File: config.mk
export PLATFORM = sky130hd
export DESIGN_NAME = dram_strobe_ctrl
export DESIGN_NICKNAME = d
export VERILOG_FILES = /design/src/rtl/dram_grid_pkg.sv /design/src/rtl/dram_strobe_ctrl.sv
export SDC_FILE = /design/constraint.sdc
export NUM_CORES = 1
export LEC_CHECK = 0
export ABC_AREA = 1
export CAP_MARGIN = 20
export CORE_MARGIN = 3
export CORE_UTILIZATION = 35
export CTS_CLUSTER_DIAMETER = 40
export DETAILED_ROUTE_END_ITERATION = 10
export PLACE_DENSITY_LB_ADDON = 0.3
export SYNTH_ARGS = -nofsm -noshare
export SYNTH_HDL_FRONTEND = slang
export SYNTH_SLANG_ARGS = --single-unit
File: constraint.sdc
create_clock -name clk -period 2.25 [get_ports clk]
set_input_delay 0.45 -clock clk [delete_from_list [all_inputs] [get_ports clk]]
set_output_delay 0.45 -clock clk [all_outputs]
set_load 0.02 [all_outputs]
File: src/rtl/dram_grid_pkg.sv
package dram_grid_pkg;

    typedef enum logic [2:0] {
        ST_CLOSED,
        ST_SENSE,
        ST_OPEN,
        ST_RESTORE,
        ST_REF_SENSE,
        ST_REF_RESTORE
    } dram_state_e;

endpackage

File: src/rtl/dram_strobe_ctrl.sv
module dram_strobe_ctrl
    import dram_grid_pkg::*;
#(
    parameter int ROWS   = 4,
    parameter int ADDR_W = 2,
    localparam int RAW   = $clog2(ROWS)
) (
    input  logic              clk,
    input  logic              rst_n,
    input  logic              row_stb,
    input  logic              col_stb,
    input  logic              col_wr,
    input  logic              close_row,
    input  logic              refresh_req,
    input  logic [ADDR_W-1:0] addr,
    output dram_state_e       state_o,
    output logic [RAW-1:0]    tgt_row_o,
    output logic              buf_load_o,
    output logic              buf_wr_o,
    output logic              arr_wr_o,
    output logic              rd_go_o
);

    dram_state_e    state_q, state_d;
    logic [RAW-1:0] tgt_row_q, tgt_row_d;
    logic [RAW-1:0] pend_row_q, pend_row_d;
    logic           pend_q, pend_d;
    logic           open_free;

    // state register
    always_ff @(posedge clk or negedge rst_n) begin
        if (!rst_n) begin
            state_q    <= ST_CLOSED;
            tgt_row_q  <= '0;
            pend_row_q <= '0;
            pend_q     <= 1'b0;
        end else begin
            state_q    <= state_d;
            tgt_row_q  <= tgt_row_d;
            pend_row_q <= pend_row_d;
            pend_q     <= pend_d;
        end
    end

    // transitions
    always_comb begin
        state_d    = state_q;
        tgt_row_d  = tgt_row_q;
        pend_row_d = pend_row_q;
        pend_d     = pend_q;
        unique case (state_q)
            ST_CLOSED: begin
                if (row_stb) begin
                    tgt_row_d = addr[RAW-1:0];
                    state_d   = ST_SENSE;
                end else if (refresh_req) begin
                    tgt_row_d = addr[RAW-1:0];
                    state_d   = ST_REF_SENSE;
                end
            end
            ST_SENSE: state_d = ST_OPEN;
            ST_OPEN: begin
                if (row_stb) begin
                    pend_row_d = addr[RAW-1:0];
                    pend_d     = 1'b1;
                    state_d    = ST_RESTORE;
                end else if (close_row) begin
                    pend_d  = 1'b0;
                    state_d = ST_RESTORE;
                end
            end
            ST_RESTORE: begin
                if (pend_q) begin
                    tgt_row_d = pend_row_q;
                    pend_d    = 1'b0;
                    state_d   = ST_SENSE;
                end else begin
                    state_d = ST_CLOSED;
                end
            end
            ST_REF_SENSE:   state_d = ST_REF_RESTORE;
            ST_REF_RESTORE: state_d = ST_CLOSED;
            default:        state_d = ST_CLOSED;
        endcase
    end

    // outputs
    assign open_free = !row_stb && !close_row;

    always_comb begin
        buf_load_o = 1'b0;
        arr_wr_o   = 1'b0;
        buf_wr_o   = 1'b0;
        rd_go_o    = 1'b0;
        unique case (state_q)
            ST_SENSE, ST_REF_SENSE:     buf_load_o = 1'b1;
            ST_RESTORE, ST_REF_RESTORE: arr_wr_o   = 1'b1;
            ST_OPEN: begin
                buf_wr_o = open_free && col_stb && col_wr;
                rd_go_o  = open_free && col_stb && !col_wr;
            end
            default: ;
        endcase
    end

    assign state_o   = state_q;
    assign tgt_row_o = tgt_row_q;


    activate_senses_chk: assert property (@(posedge clk) disable iff (!rst_n)
        (state_q == ST_CLOSED && row_stb) |=> state_q == ST_SENSE);


    close_restores_chk: assert property (@(posedge clk) disable iff (!rst_n)
        (state_q == ST_OPEN && close_row && !row_stb) |=> (state_q == ST_RESTORE && !pend_q));


    switch_reopens_chk: assert property (@(posedge clk) disable iff (!rst_n)
        (state_q == ST_RESTORE && pend_q) |=> (state_q == ST_SENSE && tgt_row_q == $past(pend_row_q)));


    refresh_pair_chk: assert property (@(posedge clk) disable iff (!rst_n)
        state_q == ST_REF_SENSE |=> state_q == ST_REF_RESTORE);


    sense_uninterrupted_chk: assert property (@(posedge clk) disable iff (!rst_n)
        state_q == ST_SENSE |=> state_q == ST_OPEN);

endmodule

After elaboration in Yosys (flattened, before gate mapping)

Cells that the tools add are included.

Muxes and demuxes: 17
Equality and inequality tests: 8
Reduce and logical (&&, ||, !) cells: 16

Operators by type and width:

| operator           | number |
|---|---|
| $pmux 3 s5         | 1 |
| $mux 3             | 4 |
| $mux 1             | 7 |
| $eq 3x2->1 const B | 2 |
| $eq 3x3->1 const B | 2 |
| $mux 2             | 3 |
| $ne 3x3->1 const B | 2 |
| $reduce_and 2->1   | 3 |
| $logic_and 1x1->1  | 4 |
| $pmux 2 s2         | 1 |
| $reduce_bool 2->1  | 2 |
| $reduce_or 2->1    | 2 |
| $eq 3x1->1 const B | 1 |
| $logic_not 1->1    | 3 |
| $logic_not 3->1    | 1 |
| $reduce_and 3->1   | 1 |
| $ne 2x2->1 const B | 1 |
| $pmux 1 s2         | 1 |

Output and inout port bits: 9
Input port bits: 9
Bits in registers: 8

Depth between registers and ports, before layout

Depth in word-level cells: 5
Mapped depth: 7

Worst setup path before layout

Ideal clock, no wire load.

Path type: reg-to-output
Start point: register state_q[1], in the netlist state_o[1]
End point: output rd_go_o
Stages on the path, launching flop included: 5
Slack: 513 ps
Data arrival time: 1287 ps
Required time: 1800 ps
Path through: dfrtp_1 > inv_2 > nor2_4 > nand2_4 > nor3_1

Longest elaborated chain between the ends: 2

RTL lines:

| element                  | line                   | RTL |
|---|---|---|
| start: declaration       | dram_strobe_ctrl.sv:24 | `dram_state_e state_q, state_d;` |
| start signal: assignment | dram_strobe_ctrl.sv:38 | `state_q <= state_d;` |
| $eq 3x2->1               | dram_strobe_ctrl.sv:95 | `unique case (state_q)` |
| $mux 1                   | dram_strobe_ctrl.sv:95 |  |
| end: declaration         | dram_strobe_ctrl.sv:21 | `output logic rd_go_o` |

Every way passes these cells.

Worst setup path after layout

Start point: register state_q[2], in the netlist state_o[2]
End point: output arr_wr_o

Longest elaborated chain between the ends: 3
Elaborated cells between the ends (all ways): 4
Those cells by class: 2 x eq/ne; 1 x mux; 1 x reduce/logical

RTL lines:

| element                                         | line                   | RTL |
|---|---|---|
| $eq 3x2->1 / $eq 3x3->1 (equally long branches) | dram_strobe_ctrl.sv:95 |  |
| $reduce_or 2->1 *                               | dram_strobe_ctrl.sv:95 |  |
| $mux 1 *                                        | dram_strobe_ctrl.sv:95 |  |
| end: declaration                                | dram_strobe_ctrl.sv:20 | `output logic arr_wr_o,` |

Every way passes the cells marked *; elsewhere a longest branch is shown, timed or not.

==> impl_metrics.env <==
export IMPL_core_area_sq_mm=0.00120
export IMPL_final_area_sq_um=699
export IMPL_cts_root_buf="clkbuf_4"
export IMPL_cts_buffer_depth=2
export IMPL_cts_sinks=8
export IMPL_setup_worst_path_start="state_o[2]"
export IMPL_fin_cells=99
export IMPL_dieHeight_microns=43.1
export IMPL_dp_cells=96
export IMPL_setup_violations_final=0
export IMPL_die_w_microns=43.1
export IMPL_endpoint="arr_wr_o"
export IMPL_cp_cell_sequence="inv_2 -> nand3_1 -> nand2_1 -> clkdlybuf4s50_1"
export IMPL_synth_nets=73
export IMPL_post_cts_buffers=0
export IMPL_h_tree_depth=1
export IMPL_worst_endpoint_required_ns=1.80
export IMPL_place_gp_congestion=0.777
export IMPL_status="finished, final reports clean"
export IMPL_hold_viol_final=0
export IMPL_drive_gt1_share_pct=18.8
export IMPL_grt_busiest_layer="met2"
export IMPL_timing_final_ws_setup_ns=0.124
export IMPL_cts_tree="yes"
export IMPL_cpPeakStageDelay_ns=0.59
export IMPL_timing_final_crit_share_pct=94.5
export IMPL_min_path_type="primary input to async pin"
export IMPL_synth_cell_types=18
export IMPL_max_clock_freq_mhz=470
export IMPL_wl_per_cell_microns=12.3
export IMPL_diodes=0
export IMPL_crit_type="flip-flop to output pin"
export IMPL_start_kind="flip-flop"
export IMPL_grt_pass1_vias=397
export IMPL_use_met1_pct=18.7
export IMPL_synth_yosys_warnings=0
export IMPL_drc_errors=0
export IMPL_io_pins=18
export IMPL_slowest_stage="clkdlybuf4s50_1"
export IMPL_synth_seq_cells=8
export IMPL_viasPerCell=4.86
export IMPL_grt_remaining_overflow=0
export IMPL_arrival_ns=1.68
export IMPL_met2_usage_pct=21.5
export IMPL_grt_max_degree=11
export IMPL_max_slew_margin_pct=75.2
export IMPL_powerDensity_mw_per_mm2=1300
export IMPL_place_area_sq_um=673
export IMPL_clkTransAtPathRegs_ns=0.06
export IMPL_portBuffers=17
export IMPL_met3_usage_pct=6.36
export IMPL_fin_nets=96
export IMPL_synthesis_area_sq_um=482
export IMPL_post_route_min_period_ns=2.13
export IMPL_detailed_place_hpwl_microns=935
export IMPL_rsz0062_at_grt="no"
export IMPL_rows=12
export IMPL_setup_tns_ns=0
export IMPL_synthCells=64
export IMPL_fill_cells=113
export IMPL_area_delta_synth_final_pct=45.2
export IMPL_rrSetupSlack_ns=1.04
export IMPL_r2r_start="state_o[1]"
export IMPL_routed_via_count=481
export IMPL_ys_seq_area_share_pct=41.6
export IMPL_dr_pass1_iters=4
export IMPL_maxCapViolCount=0
export IMPL_place_ws_ns=-0.145
export IMPL_antenna_found_initial=0
export IMPL_grt_pass1_wl_microns=1900
export IMPL_avgSynthCellArea_sq_um=7.53
export IMPL_numCtsBuffers=3
export IMPL_ant_nets=0
export IMPL_crit_path_end_kind="output pin"
export IMPL_drv_slew=0
export IMPL_grt_use_total_pct=14.4
export IMPL_fp_dieArea_sq_mm=0.00186
export IMPL_path_max_fanout=7
export IMPL_hold_buffers=0
export IMPL_final_cell_mix="nand2_1, clkdlybuf4s50_1, nand3_1"
export IMPL_start_util_pct=40.1
export IMPL_reg2regPathDepth=7
export IMPL_clk_latency_ns=0.25
export IMPL_leakage_uw=0.000360
export IMPL_routed_wl_microns=1220
export IMPL_reg2reg_to="pend_row_q[1]"
export IMPL_vdd_drop_max_uv=751
export IMPL_layout_commonest_cell="nand2_1"
export IMPL_drtIter0Drc=10
export IMPL_finClkSkew_ns=0.00946
export IMPL_worst_slew_pin_slew_ns=0.371
[worst max-delay path: cells and delay by family, from the launching register on]
family                 cells  cell delay, ns
DFF                        1            0.45
buffers and inverters      2            0.74
and+or+nand+nor            2            0.22
[final cells by class]
type,count,area [sq um],area share [%]
Tap cell,14,17.5,2.50
Multi-Input combinational cell,49,253,36.1
Clock buffer,3,22.5,3.22
Inverter,6,22.5,3.22
Timing Repair Buffer,19,183,26.1
Sequential cell,8,201,28.8
[cells in the mapped netlist (all sizes together)]
master / count / area (sq um)
inv: 6 / 22.5
nor3: 1 / 5.00
nor2: 7 / 36.3
nand4: 3 / 18.8
nand2: 25 / 104
nand3: 9 / 50.1
o21a: 1 / 7.51
dfrtp: 8 / 200
nor3b: 1 / 12.5
o21ai: 2 / 13.8
buf: 1 / 11.3
[kinds of logic (layout without fill, tap and decap cells)]
| kind of cell | count (synthesis) | count (layout) | share of synthesized area [%] |
|---|---|---|---|
| simple gates | 46 | 46 | 47.0 |
| flops | 8 | 8 | 41.6 |
| buf+inv | 7 | 28 | 7.01 |
| compound gates | 3 | 3 | 4.42 |
[flip-flops by register name, summed over array words and instances (netlist names)]
signal	cells
pend_row_q	2
tgt_row_o	2
pend_q	1
state_o	3
[per-layer routing]
metal / vias to the layer above / share of wire [%]
li1: 252 / -
met1: 208 / 44
met2: 19 / 48
met3: 2 / 6.9
met4: 0 / 0.66
met5: - / 0
[how the worst min path moves through the flow]
stage / from / to / slack, ns / depth (start not counted)
floorplan: rst_n / pend_q / 0.15 / 0
global placement: tgt_row_o[0] / tgt_row_o[0] / 0.46 / 2
detailed placement: pend_row_q[0] / pend_row_q[0] / 0.47 / 2
CTS: rst_n / state_o[1] / 0.48 / 1
global route: rst_n / state_o[2] / 0.50 / 1
finish: rst_n / state_o[1] / 0.47 / 1
[timing repair]
action,CTS,global route
gates resized for setup,2,2
endpoints found under the setup margin,2,1
gates cloned,0,0
[metrics by stage]
stage                     util (%)  total power [uW]  hold slack, ns
after detailed placement      56.0               791           0.467
final                         58.2               908           0.474
after global placement        56.0               778           0.458
after CTS                     57.7               906           0.479
after global routing          58.2               981           0.497
after floorplan                  -               606           0.154
[power breakdown]
part           leakage (uW)  switching (uW)  internal (uW)  total [uW]
Sequential        0.0000996            83.9            212         296
Combinational      0.000247             291            214         505
Clock             0.0000138            46.6           60.9         107
Total              0.000360             422            487         908
Power figures use the tool's default switching activity.
